**src/rtl/csr_pkg.sv**
```systemverilog
package csr_pkg;

    // word addresses; the bench and software depend on these
    localparam int unsigned ADDR_CTRL = 0;
    localparam int unsigned ADDR_DAC  = 1;
    localparam int unsigned ADDR_CMD  = 2;
    localparam int unsigned ADDR_IRQ  = 3;
    localparam int unsigned ADDR_ID   = 4;

    // field positions
    localparam int unsigned CTRL_IRQEN_BIT = 0;
    localparam int unsigned CTRL_EN_BIT    = 1;
    localparam int unsigned ST_ACT_BIT     = 0;
    localparam int unsigned ST_IRQEN_BIT   = 1;
    localparam int unsigned ST_RUN_BIT     = 2;
    localparam int unsigned IRQ_CLR_BIT    = 0;

    typedef enum logic [2:0] {
        SEL_NONE,
        SEL_CTRL,
        SEL_DAC,
        SEL_CMD,
        SEL_IRQ,
        SEL_ID
    } reg_sel_t;

    typedef struct packed {
        logic     wr;
        logic     rd;
        reg_sel_t sel;
    } csr_op_t;

    function automatic reg_sel_t decode_addr(input int unsigned a);
        case (a)
            ADDR_CTRL: return SEL_CTRL;
            ADDR_DAC:  return SEL_DAC;
            ADDR_CMD:  return SEL_CMD;
            ADDR_IRQ:  return SEL_IRQ;
            ADDR_ID:   return SEL_ID;
            default:   return SEL_NONE;
        endcase
    endfunction

    function automatic logic [2:0] status_bits(input logic run, input logic ien, input logic act);
        logic [2:0] s;
        s = '0;
        s[ST_RUN_BIT]   = run;
        s[ST_IRQEN_BIT] = ien;
        s[ST_ACT_BIT]   = act;
        return s;
    endfunction

endpackage

```
**src/rtl/csr_bus_slave.sv**
```systemverilog
module csr_bus_slave
    import csr_pkg::*;
#(
    parameter int ADR_W = 3
) (
    input  logic             clk,
    input  logic             rst,
    input  logic             cyc,
    input  logic             stb,
    input  logic             we,
    input  logic [ADR_W-1:0] adr,
    output logic             ack,
    output csr_op_t          op
);
    logic take;

    assign take = cyc && stb && !ack;

    always_comb begin
        op     = '0;
        op.sel = decode_addr(32'(adr));
        if (take) begin
            op.wr = we;
            op.rd = !we;
        end
    end

    always_ff @(posedge clk) begin
        if (rst) ack <= 1'b0;
        else     ack <= take;
    end
endmodule

```
**src/rtl/csr_irq_flag.sv**
```systemverilog
module csr_irq_flag (
    input  logic clk,
    input  logic rst,
    input  logic set_evt,
    input  logic clr_req,
    output logic active
);
    always_ff @(posedge clk) begin
        if (rst)          active <= 1'b0;
        else if (set_evt) active <= 1'b1;   // set has priority
        else if (clr_req) active <= 1'b0;
    end
endmodule

```
**src/rtl/csr_regs.sv**
```systemverilog
module csr_regs
    import csr_pkg::*;
#(
    parameter int              DATA_W = 32,
    parameter int              CMD_W  = 8,
    parameter int              DAC_W  = 12,
    parameter logic [DATA_W-1:0] ID_VAL = '0
) (
    input  logic              clk,
    input  logic              rst,
    input  csr_op_t           op,
    input  logic [DATA_W-1:0] wdata,
    input  logic              run,
    input  logic              irq_act,
    output logic              irq_en,
    output logic              per_en,
    output logic [DAC_W-1:0]  dac,
    output logic              cmd_go,
    output logic [CMD_W-1:0]  cmd_code,
    output logic              clr_req,
    output logic [DATA_W-1:0] rdata
);
    logic [DATA_W-1:0] rmux;

    // clear request assigned on every path; held low on reads
    always_comb begin
        clr_req = 1'b0;
        if (op.wr && op.sel == SEL_IRQ) clr_req = wdata[IRQ_CLR_BIT];
    end

    always_comb begin
        rmux = '0;
        case (op.sel)
            SEL_CTRL: begin
                rmux[CTRL_IRQEN_BIT] = irq_en;
                rmux[CTRL_EN_BIT]    = per_en;
            end
            SEL_CMD:  rmux[2:0] = status_bits(run, irq_en, irq_act);
            SEL_IRQ:  rmux[0]   = irq_act;
            SEL_ID:   rmux      = ID_VAL;
            default:  rmux      = '0;   // write-only and unmapped
        endcase
    end

    always_ff @(posedge clk) begin
        if (rst) begin
            irq_en   <= 1'b0;
            per_en   <= 1'b0;
            dac      <= '0;
            cmd_go   <= 1'b0;
            cmd_code <= '0;
            rdata    <= '0;
        end else begin
            cmd_go <= 1'b0;
            rdata  <= op.rd ? rmux : '0;
            if (op.wr) begin
                case (op.sel)
                    SEL_CTRL: begin
                        irq_en <= wdata[CTRL_IRQEN_BIT];
                        per_en <= wdata[CTRL_EN_BIT];
                    end
                    SEL_DAC: dac <= wdata[DAC_W-1:0];
                    SEL_CMD: begin
                        cmd_go   <= 1'b1;
                        cmd_code <= wdata[CMD_W-1:0];
                    end
                    default: ;
                endcase
            end
        end
    end
endmodule

```
**src/rtl/periph_csr_block.sv**
```systemverilog
module periph_csr_block
    import csr_pkg::*;
#(
    parameter int                ADR_W  = 3,
    parameter int                DATA_W = 32,
    parameter int                CMD_W  = 8,
    parameter int                DAC_W  = 12,
    parameter logic [DATA_W-1:0] ID_VAL = 32'h00C5_A1E7
) (
    input  logic              clk,
    input  logic              rst,
    input  logic              cyc_i,
    input  logic              stb_i,
    input  logic              we_i,
    input  logic [ADR_W-1:0]  adr_i,
    input  logic [DATA_W-1:0] dat_i,
    output logic [DATA_W-1:0] dat_o,
    output logic              ack_o,
    input  logic              run_i,
    input  logic              evt_i,
    output logic              en_o,
    output logic              irq_o,
    output logic              cmd_go_o,
    output logic [CMD_W-1:0]  cmd_code_o,
    output logic [DAC_W-1:0]  dac_o
);
    csr_op_t op;
    logic    irq_act;
    logic    irq_en;
    logic    clr_req;

    csr_bus_slave #(.ADR_W(ADR_W)) u_bus (
        .clk (clk),
        .rst (rst),
        .cyc (cyc_i),
        .stb (stb_i),
        .we  (we_i),
        .adr (adr_i),
        .ack (ack_o),
        .op  (op)
    );

    csr_regs #(
        .DATA_W (DATA_W),
        .CMD_W  (CMD_W),
        .DAC_W  (DAC_W),
        .ID_VAL (ID_VAL)
    ) u_regs (
        .clk      (clk),
        .rst      (rst),
        .op       (op),
        .wdata    (dat_i),
        .run      (run_i),
        .irq_act  (irq_act),
        .irq_en   (irq_en),
        .per_en   (en_o),
        .dac      (dac_o),
        .cmd_go   (cmd_go_o),
        .cmd_code (cmd_code_o),
        .clr_req  (clr_req),
        .rdata    (dat_o)
    );

    csr_irq_flag u_flag (
        .clk     (clk),
        .rst     (rst),
        .set_evt (evt_i),
        .clr_req (clr_req),
        .active  (irq_act)
    );

    assign irq_o = irq_act & irq_en;
endmodule

```
**config.mk**
```make
export PLATFORM = sky130hd
export DESIGN_NAME = periph_csr_block
export DESIGN_NICKNAME = d
export VERILOG_FILES = /design/src/rtl/csr_pkg.sv /design/src/rtl/csr_bus_slave.sv /design/src/rtl/csr_irq_flag.sv /design/src/rtl/csr_regs.sv /design/src/rtl/periph_csr_block.sv
export SDC_FILE = /design/constraint.sdc
export NUM_CORES = 1
export LEC_CHECK = 0
export ABC_AREA = 1
export CORE_ASPECT_RATIO = 0.6
export CORE_MARGIN = 3
export CORE_UTILIZATION = 32
export CTS_CLUSTER_DIAMETER = 100
export DETAILED_ROUTE_END_ITERATION = 10
export PLACE_DENSITY = 0.77
export SKIP_CTS_REPAIR_TIMING = 1
export SYNTH_ARGS = -nofsm -noshare
export SYNTH_HDL_FRONTEND = slang
export SYNTH_SLANG_ARGS = --single-unit
```
**constraint.sdc**
```tcl
create_clock -name clk -period 1 [get_ports clk]
set_input_delay 0.15 -clock clk [delete_from_list [all_inputs] [get_ports clk]]
set_output_delay 0.15 -clock clk [all_outputs]
set_load 0.01 [all_outputs]
```
Word-level counts from Yosys, hierarchy flattened:

Cells that the tools add are included.

* bits in writable memories: 0
* logic and storage cells: 43
* memories kept: 0
* memory bits (read-only): 0
* bits in latches: 0
* register bits after elaboration: 57
* input bits: 42

* equal/unequal tests: 9
* multipliers: 0
* $lt $le $gt $ge: 0
* divide/modulo/power cells: 0
* shifts and indexed selects: 0
* add/subtract/negate cells: 0
* bitwise logic cells: 3
* muxes and demuxes: 10
* reductions and logical operators: 13

Operator list (number)
* $mux 21: 1
* $pmux 3 s5: 1
* $eq 3x2->1 const B: 4
* $eq 3x3->1 const B: 3
* $eq 3x1->1 const B: 2
* $pmux 1 s3: 2
* $reduce_and 2->1: 3
* $reduce_or 2->1: 3
* $mux 1: 4
* $logic_and 1x1->1: 3
* $logic_not 3->1: 1
* $logic_not 1->1: 2
* $mux 2: 1
* $not 1->1: 2
* $pmux 1 s2: 1
* $reduce_bool 2->1: 1
* $and 1x1->1: 1

Depth between registers and ports, before layout:

Gate-level depths: netlist of the first run.

* depth in word-level cells: 7
* depth in mapped cells: 7
* mapped depth without buffers: 6

By module:

A second synthesis of the first run with hierarchy kept.

* cells, all modules: 187
* area, all modules: 1391.3 sq um

Modules (own cells, without submodules)
* csr_regs: cells an instance 164, area each 1261.2 sq um, instances 1
* csr_bus_slave: cells an instance 16, area each 82.6 sq um, instances 1
* csr_irq_flag: cells an instance 5, area each 40.0 sq um, instances 1
* periph_csr_block: cells an instance 2, area each 7.5 sq um, instances 1

Worst setup path before layout of the first run:

OpenSTA, ideal clock, no wires.

* path kind: register to register
* start point: register u_bus.ack
* end point: register u_regs.cmd_code[5]
* setup time: 0.113 ns
* data arrival time: 0.993 ns
* data required time: 0.887 ns
* stages on the path, launching flop included: 8
* path slack: -0.106 ns
* path buffers: 1
* clock period less this slack: 1.106 ns
* path through: dfxtp_1 -> inv_1 -> nand4_4 -> nor2_4 -> buf_6 -> nand2_1 -> nand2_1 -> nor2_1

* longest elaborated chain between the ends: 4

RTL lines
* start, declared: line csr_bus_slave.sv:12 `output logic ack,`
* start signal, assigned: line csr_bus_slave.sv:30 `else ack <= take;`
* $logic_not 1->1: line csr_bus_slave.sv:17 `assign take = cyc && stb && !ack;`
* $logic_and 1x1->1: line csr_bus_slave.sv:17
* $mux 2: line csr_bus_slave.sv:22 `if (take) begin`
* $reduce_and 2->1 (no line)
* end signal, assigned: line csr_regs.sv:65 `cmd_code <= wdata[CMD_W-1:0];`
* end, declared: line csr_regs.sv:19 `output logic [CMD_W-1:0] cmd_code,`

No other way between the ends.
A chain may end at the register's enable or synchronous reset.

Worst setup path in the final report of the first run:

* start point: register u_bus.ack
* end point: register u_regs.per_en

* longest elaborated chain between the ends: 4

RTL lines
* $logic_not 1->1: line csr_bus_slave.sv:17
* $logic_and 1x1->1: line csr_bus_slave.sv:17
* $mux 2: line csr_bus_slave.sv:22
* $reduce_and 2->1 (no line)
* end signal, assigned: line csr_regs.sv:60 `per_en <= wdata[CTRL_EN_BIT];`
* end, declared: line csr_regs.sv:16 `output logic per_en,`

No other way between the ends.

==> run summary, run 1 <==
Status = finished, violations left
Violated checks = setup timing
Metal3 WL = 349 um
Ports = 98
CTS clock-pin slew for the worst setup and hold paths = 0.06 ns
Post-synth EDFFs = 0
Most frequent CP cell = nand2_1
WS Path Type = reg -> reg
Top Layer Used = met4
Non-filler cells in the finished layout = 327
P_int = 1.96 mW
Final Wtd Congestion = 0.776
Setup TNS = -1.87 ns
TritonRoute pass-1 iters = 4
Wire per inst = 11.2 um
Ys async rst share = 0%
WP data required = 1.18 ns
Setup Skew = 0.00455 ns
Port Buf Inserts = 58
Final setup vio count = 27
Post-synthesis sequential area ratio = 39.9%
Row count = 18
Max rail drop VDD = 0.000630 V
#FFs+latches synth = 29
CP startpoint kind = flip-flop
Tightest Hold Check Type = in -> reg
Max Cap Viol = 0
Root Buffer = clkbuf_8
Critical-path top delay cell = dfxtp_2
CP max stage delay = 0.32 ns
Antenna violations before repair = 0
Most instantiated cells after synthesis = 42 x nand2_1, 39 x nor2_1, 29 x buf_4, 29 x dfxtp_1, 15 x inv_1
Combinational Power Share = 13.7%
Core area = 4230 um^2
Switch share = 24.4%
Maximum number of pins on one net before global-route repair = 25
Top cell type's share of synthesized area = 39.9%
Layout cell share with drive strength beyond 1 = 23.6%
Syn-to-layout area delta = 57.1%
H-tree levels = 2
Total power = 2.60 mW
Share of power burned in registers = 45.4%
Cell leakage power = 1.49 nW
Ys flop type = dfxtp_1
Synth warnings = 0
Final net count = 308
CTS buffer count = 5
DR vias = 1366
Clk_lat worst skew = 0.28 ns
Die area = 5420 um^2
Clock Tree Buf Depth = 2
Fill count = 409
Syn_area_per_cell = 7.35 um^2
Post-synth cell types = 18
RSZ-0062 raised after global routing = yes
Final worst path period need = 1.14 ns
Routed wire length = 3660 um
Inst Count DP = 313
PwrDens = 1140 nW/um^2
Residual DRC count = 0
DP Area = 2070 um^2
DP Worst Slack = -0.446 ns
Post-Synthesis Cell Area = 1460 um^2
Initial DRC count = 37
Final worst slack = -0.140 ns
TritonCTS clock tree = yes
Hpwl dp = 2600 um
F_max = 0.877 GHz
Cell count after synthesis = 198
Clk pwr share = 40.9%
Synth top area cells = dfxtp_1 40%, buf_4 15%, nand2_1 11%
Antenna Cells = 0
Top cell type by total area after synthesis = dfxtp_1
Die Wd = 93.1 um
CTS Sinks = 29
Initial core utilization = 34.4%
Critical path capture point type = flip-flop
First-pass GRT wire length = 5600 um
Tot GR Track Use = 13.2%
Max FO, Critical Path = 6
Finished layout cell area = 2290 um^2
Final Slew Violations = 0
Metal2 WL = 1670 um
DR vias/cell = 4.18
Util after Layout = 54.0%
Most common cell in the netlist = nand2_1
Crit-path cells = inv_2, nand4_4, buf_4, nor2_4, nand2_1, nand2_1, nor2_1
Routed length on met1 = 1620 um
Net Switching = 0.633 mW
Gr ovfl total = 0
Die height = 58.2 um
Hold Fails Final Rpt = 0
Final period util = 114%
Antenna-violating nets left = 0
Vias in the first global route = 1158
CP Data Arrival Time = 1.32 ns
Hold WS = 0.298 ns
-- power by group through the flow --
stage / registers, mW / clock network (mW) / logic [mW]
floorplan: 1.21 / 0 / 0.194
global placement: 1.21 / 0 / 0.329
detailed placement: 1.21 / 0 / 0.332
CTS: 1.18 / 1.08 / 0.334
global route: 1.18 / 1.15 / 0.388
finish: 1.18 / 1.06 / 0.356
-- critical path: cells and delay by family, from the launching register on --
family                 cells  cell delay, ns
AND/OR/NAND/NOR            5            0.47
flip-flops                 1            0.32
buffers and inverters      2            0.26
-- flip-flops by register name, indices dropped and copies added, names as in the netlist --
register and flops:
u_regs.dac 12, u_regs.cmd_code 8, u_regs.rdata 4, u_bus.ack 1, u_flag.active 1, u_regs.cmd_go 1, u_regs.irq_en 1, u_regs.per_en 1
-- kinds of logic after synthesis --
family          Yosys count  synth area share [%]
simple gates            100                  30.1
buf+inv                  50                  21.5
flops                    29                  39.9
compound gates           18                  8.25
other cells               1                 0.258
-- layout make-up --
class                      count  area, um^2  area share, %
clock inverter                 1        5.00          0.219
sequential                    29         588           25.7
multi-input combinational    137         678           29.7
clock buffer                   7        96.3           4.21
inverter                      15        56.3           2.46
tap                           60        75.1           3.28
timing repair buffer          78         787           34.4
-- worst paths after layout --
| path | slack (ns) | startpoint | cells past startpoint | to |
|---|---|---|---|---|
| setup / recovery | -0.14 | u_bus.ack | 7 | u_regs.per_en |
| hold / removal | 0.30 | adr_i[1] | 3 | u_regs.rdata[0] |
| setup reg to reg | -0.14 | u_bus.ack | 7 | u_regs.per_en |
| hold reg to reg | 0.46 | u_regs.cmd_code[2] | 2 | u_regs.cmd_code[2] |
-- per-layer routing --
| metal | GRT usage, % | vias up |
|---|---|---|
| li1 | - | 705 |
| met1 | 16.6 | 616 |
| met2 | 19.9 | 41 |
| met3 | 6.49 | 4 |
| met4 | 4.38 | 0 |
| met5 | 0 | - |
-- cell usage in the layout (no fill, tap or decap), types with 3 or more instances in the layout --
cell type	instances
dfxtp_1	25
buf_12	3
a21oi_2	3
nor2_2	4
inv_1	14
conb_1	19
dfxtp_2	3
dlymetal6s2s_1	31
clkbuf_8	7
nor2_1	34
buf_4	15
o21bai_1	12
nand2_1	38
clkdlybuf4s50_1	15
clkbuf_2	9
nor3_1	11
nand2_2	5
buf_2	4
Note: power is estimated with default switching activity, not from simulation.
==> inputs of run 2 (changes only) <==
- clock period: 1 -> 0.95 ns (I/O delays scaled with it)
==> run 2 against run 1 <==
  * Register-to-register slack about the same
  * Count of clock-buffer cells in the layout unchanged
  * Critical path depth decreased by 2
  * Core utilization decreased by 1.4 points
  * First-iteration DRC count increased by 22%
  * Combinational power increased by 3%
  * The run still ends with setup timing left
  * Critical endpoint is now u_regs.dac[1]
  * Cell count decreased by 1.2%
  * Die area unchanged
  * Highest routed layer unchanged
  * Global-route usage decreased by 0.30 points
==> run summary, run 2 (synthesized netlist as in run 1, its figures left out) <==
CTS buffer count = 5 (unchanged)
Final worst path period need = 1.09 ns (-0.0471 ns)
Max FO, Critical Path = 13 (+7)
Die height = 58.2 um (unchanged)
Core area = 4230 um^2 (unchanged)
Final setup vio count = 28 (+3.7%)
Final Wtd Congestion = 0.757 (-2.4%)
Final net count = 305 (-0.97%)
Total power = 2.61 mW (+0.55%)
DP Area = 2070 um^2 (unchanged)
WS Path Type = reg -> reg
Layout cell share with drive strength beyond 1 = 24.3% (+0.74 points)
Final Slew Violations = 0 (unchanged)
Residual DRC count = 0 (unchanged)
Final worst slack = -0.142 ns (-0.00285 ns)
Row count = 18 (unchanged)
Ports = 98 (unchanged)
DR vias = 1320 (-3.4%)
RSZ-0062 raised after global routing = yes
Die area = 5420 um^2 (unchanged)
Largest regs = u_regs.dac (12), u_regs.cmd_code (8), u_regs.rdata (4)
Antenna-violating nets left = 0 (unchanged)
Tot GR Track Use = 12.9% (-0.30 points)
Largest register FFs = 12 (unchanged)
Syn-to-layout area delta = 53.0%
Violated checks = setup timing
PwrDens = 1170 nW/um^2 (+3.3%)
Most frequent cells in the layout = 37 x nor2_1, 36 x nand2_1, 25 x dlymetal6s2s_1, 25 x dfxtp_1, 19 x conb_1
Antenna violations before repair = 0 (unchanged)
CP Data Arrival Time = 1.25 ns (-0.07 ns)
Initial DRC count = 45 (+22%)
WP data required = 1.11 ns (-0.07 ns)
Routed wire length = 3600 um (-1.6%)
Vias in the first global route = 1203 (+3.9%)
Port Buf Inserts = 58 (unchanged)
Die Wd = 93.1 um (unchanged)
Commonest non-fill, non-tap cell in the layout = nor2_1
Initial core utilization = 34.4% (unchanged)
Clock Tree Buf Depth = 2 (unchanged)
Root Buffer = clkbuf_8
Util after Layout = 52.6% (-1.4 points)
Inst Count DP = 313 (unchanged)
Max rail drop VDD = 0.000676 V (+7.3%)
Hold Fails Final Rpt = 0 (unchanged)
Largest Register = u_regs.dac
Non-filler cells in the finished layout = 323 (-1.2%)
Antenna Cells = 0 (unchanged)
Wire per inst = 11.1 um (-0.39%)
TritonRoute pass-1 iters = 4 (unchanged)
TritonCTS clock tree = yes
Finished layout cell area = 2230 um^2 (-2.6%)
CTS Sinks = 29 (unchanged)
H-tree levels = 2 (unchanged)
Tightest Hold Check Type = in -> reg
Setup TNS = -2.81 ns (-0.942 ns)
Cell leakage power = 1.39 nW (-6.8%)
Fill count = 412 (+0.73%)
CP startpoint kind = flip-flop
Maximum number of pins on one net before global-route repair = 26 (+4.0%)
Final period util = 115% (+1.0 points)
Clk_lat worst skew = 0.27 ns (about the same)
DR vias/cell = 4.09 (-2.2%)
Setup Skew = 0.00548 ns (+0.000929 ns)
First-pass GRT wire length = 5420 um (-3.2%)
Hpwl dp = 2550 um (-1.9%)
Max Cap Viol = 0 (unchanged)
Critical path capture point type = flip-flop
Gr ovfl total = 0 (unchanged)
F_max = 0.915 GHz (+4.3%)
Status = finished, violations left
CTS clock-pin slew for the worst setup and hold paths = 0.06 ns (about the same)
==> run 2: cell types whose count changed in the layout (fill, tap and decap cells not counted), moves of 2 or more <==
| cell | change |
|---|---|
| nand2_2 | +2 |
| buf_4 | -3 |
| nor2_2 | -2 |
| nor2_1 | +3 |
| clkbuf_2 | -2 |
| nand2_1 | -2 |
| dlymetal6s2s_1 | -6 |
| buf_2 | +7 |
==> run 2: final timing paths <==
| kind | endpoint | cells past startpoint | start | slack (ns) |
|---|---|---|---|---|
| hold / removal | u_regs.rdata[0] | 4 | adr_i[2] | 0.28 |
| setup reg to reg | u_regs.dac[1] | 5 | u_bus.ack | -0.14 |
| hold reg to reg | u_regs.cmd_code[1] | 2 | u_regs.cmd_code[1] | 0.45 |
| setup / recovery | u_regs.dac[1] | 5 | u_bus.ack | -0.14 |
==> run 2: final cells by class <==
type                       count  area [um^2]  area share, %
tap                           60         75.1           3.37
clock buffer                   7         86.3           3.88
multi-input combinational    137          672           30.2
inverter                      15         56.3           2.53
timing repair buffer          75          748           33.6
sequential                    29          588           26.4
==> run 2: critical path: stages (launching register included) <==
cell     delay, ns
dfxtp_2       0.32
inv_2         0.06
nand4_4       0.14
buf_12        0.20
nor3_1        0.17
nor2_1        0.07
==> run 2: per-layer routing <==
metal	vias up	wire length, um	track usage (%)
met1	575	1660	16.4
met3	4	317	5.97
met2	41	1590	19.1
met4	0	31	5.01
li1	700	-	-
met5	-	0	0
==> run 2: report_power, final <==
part	switching [mW]	internal, mW	total, mW
Sequential	0.00799	1.23	1.24
Combinational	0.188	0.180	0.368
Clock	0.430	0.573	1.00
Total	0.626	1.99	2.61
==> run 2: through the flow <==
step	setup slack, ns	hold WS (ns)
2_1_floorplan	-0.151	0.212
3_3_place_gp	-0.433	0.446
3_5_place_dp	-0.500	0.452
4_1_cts	-0.571	0.398
5_1_grt	-0.257	0.310
6_report	-0.142	0.279
==> inputs of run 3 (changes only) <==
- CORE_ASPECT_RATIO: 0.6 -> unset
==> run 3 against run 2 <==
  * Combinational power fell by 5%
  * Fmax shrank 1.2%
  * Via count grew 2.8%
  * Die area fell by 0.49%
  * Largest power group unchanged
  * Total power grew 3.4%
  * Sequential share of layout area is 1.4 points higher
  * The run still ends with setup timing left
  * Critical path depth rose by 2
  * Clock power rose by 11%
  * Routed wire length down 4.2%
  * Critical endpoint is now u_regs.per_en
==> run summary, run 3 (synthesized netlist as in run 1, its figures left out) <==
Largest register FFs = 12 (unchanged)
Layout cell share with drive strength beyond 1 = 27.9% (+3.6 points)
DR vias/cell = 4.31 (+5.4%)
DR vias = 1357 (+2.8%)
Util after Layout = 50.5% (-2.1 points)
Largest Register = u_regs.dac
Commonest non-fill, non-tap cell in the layout = nand2_1
Die height = 73.4 um (+26%)
CTS clock-pin slew for the worst setup and hold paths = 0.06 ns (about the same)
Clk pwr share = 41.0% (+2.6 points)
P_int = 2.05 mW (+3.4%)
F_max = 0.904 GHz (-1.2%)
Wire per inst = 10.9 um (-1.8%)
Worst reg2reg startpoint = u_bus.ack
Metal2 WL = 1620 um (+2.0%)
Antenna-violating nets left = 0 (unchanged)
Most frequent cells in the layout = 39 x nand2_1, 36 x nor2_1, 23 x dfxtp_1, 19 x conb_1, 18 x clkbuf_2
Setup TNS = -2.51 ns (+0.299 ns)
R2r worst-path depth = 7 (+2)
WHS Endpoint = u_regs.cmd_go
Status = finished, violations left
CP max stage delay = 0.52 ns (+0.20 ns)
Violated checks = setup timing
Tot GR Track Use = 12.7% (-0.23 points)
Critical path capture point type = flip-flop
Final Wtd Congestion = 0.801 (+5.8%)
Setup Skew = 0.00318 ns (-0.00230 ns)
TritonCTS clock tree = yes
CP startpoint kind = primary input
Metal3 WL = 301 um (-5.0%)
Vias in the first global route = 1139 (-5.3%)
PwrDens = 1270 nW/um^2 (+8.5%)
Core area = 4200 um^2 (-0.77%)
Ports = 98 (unchanged)
Hold path cells = 3 (-1)
Antenna Cells = 0 (unchanged)
Flop2flop setup slack = -0.15 ns (about the same)
WS Path Type = in -> reg
Die area = 5390 um^2 (-0.49%)
Initial core utilization = 34.6% (+0.27 points)
Max FO, Critical Path = 5 (-8)
CP bufs+invs = 2 (unchanged)
CP Data Arrival Time = 1.28 ns (+0.03 ns)
Max rail drop VDD = 0.000733 V (+8.5%)
Die Wd = 73.4 um (-21%)
Top Layer Used = met4
Clk_lat worst skew = 0.28 ns (about the same)
Final net count = 306 (+0.33%)
Clock Tree Buf Depth = 2 (unchanged)
Hold Fails Final Rpt = 0 (unchanged)
First-pass GRT wire length = 5190 um (-4.3%)
Gate family responsible for the most delay along the worst path = buffers and inverters
Non-filler cells in the finished layout = 315 (-2.5%)
Maximum number of pins on one net before global-route repair = 25 (-3.8%)
Routed length on met1 = 1490 um (-10%)
Initial DRC count = 34 (-24%)
Gr ovfl total = 0 (unchanged)
Crit-path cells = clkdlybuf4s50_1, nand4_4, buf_4, nor2_4, nand2_1, nand2_1, nor2_1
Largest regs = u_regs.dac (12), u_regs.cmd_code (8), u_regs.rdata (4)
Port Buf Inserts = 58 (unchanged)
DP Area = 2060 um^2 (-0.24%)
Net Switching = 0.647 mW (+3.4%)
Final worst slack = -0.156 ns (-0.0135 ns)
Inst Count DP = 304 (-2.9%)
Max Cap Viol = 0 (unchanged)
Final Slew Violations = 0 (unchanged)
Antenna violations before repair = 0 (unchanged)
Final worst path period need = 1.11 ns (+0.0135 ns)
Hpwl dp = 2500 um (-1.9%)
Final setup vio count = 27 (-3.6%)
Most frequent CP cell = nand2_1
WP data required = 1.13 ns (+0.02 ns)
Finished layout cell area = 2120 um^2 (-4.7%)
Fill count = 421 (+2.2%)
Combinational Power Share = 13.0% (-1.1 points)
H-tree levels = 2 (unchanged)
FF-to-FF End = u_regs.per_en
Worst Hold Launch = cyc_i
Root Buffer = clkbuf_8
DP Worst Slack = -0.511 ns (-0.0111 ns)
TritonRoute pass-1 iters = 4 (unchanged)
Share of power burned in registers = 46.0% (-1.5 points)
Switch share = 24.0% (about the same)
Syn-to-layout area delta = 45.8%
Row count = 23 (+5)
CTS Sinks = 29 (unchanged)
Cell leakage power = 1.21 nW (-13%)
Routed wire length = 3450 um (-4.2%)
Final period util = 116% (+1.4 points)
Residual DRC count = 0 (unchanged)
Tightest Hold Check Type = in -> reg
Critical-path top delay cell = clkdlybuf4s50_1
CTS buffer count = 5 (unchanged)
RSZ-0062 raised after global routing = yes
[run 3: worst max path at each step]
stage / start / depth (start not counted) / endpoint
after floorplan: u_bus.ack / 7 / u_regs.cmd_code[5]
after global placement: we_i / 7 / u_regs.cmd_code[7]
after detailed placement: adr_i[1] / 6 / u_regs.dac[8]
after CTS: u_regs.rdata[22] / 1 / dat_o[13]
after global routing: u_bus.ack / 7 / u_regs.per_en
final: stb_i / 7 / u_regs.per_en
[run 3: tightest hold or removal path: cells and delay by family]
family | cells | cell delay [ns]
buffers and inverters | 1 | 0.15
and+or+nand+nor | 2 | 0.20
[run 3: cell type report]
type | count | area, um^2 | area share (%)
Tap cell | 50 | 62.6 | 2.95
Sequential cell | 29 | 591 | 27.8
Clock buffer | 7 | 96.3 | 4.54
Multi-Input combinational cell | 137 | 659 | 31.1
Clock inverter | 1 | 5.00 | 0.236
Timing Repair Buffer | 76 | 652 | 30.7
Inverter | 15 | 56.3 | 2.65
[run 3: metrics by stage]
step	power, mW	hold WS, ns
floorplan	1.48	0.212
global placement	1.61	0.449
detailed placement	1.62	0.455
CTS	2.75	0.397
global route	2.83	0.273
finish	2.70	0.261
[run 3: power groups by stage]
stage | clock, mW | combinational (mW) | sequential (mW)
after floorplan | 0 | 0.205 | 1.28
after detailed placement | 0 | 0.345 | 1.27
after global routing | 1.20 | 0.384 | 1.24
final | 1.11 | 0.351 | 1.24
after CTS | 1.16 | 0.347 | 1.24
after global placement | 0 | 0.342 | 1.27
[run 3: metal layers]
layer	global-route usage (%)	vias up
met5	0	-
met4	5.43	0
met3	5.75	4
met2	20.5	50
met1	14.5	608
li1	-	695
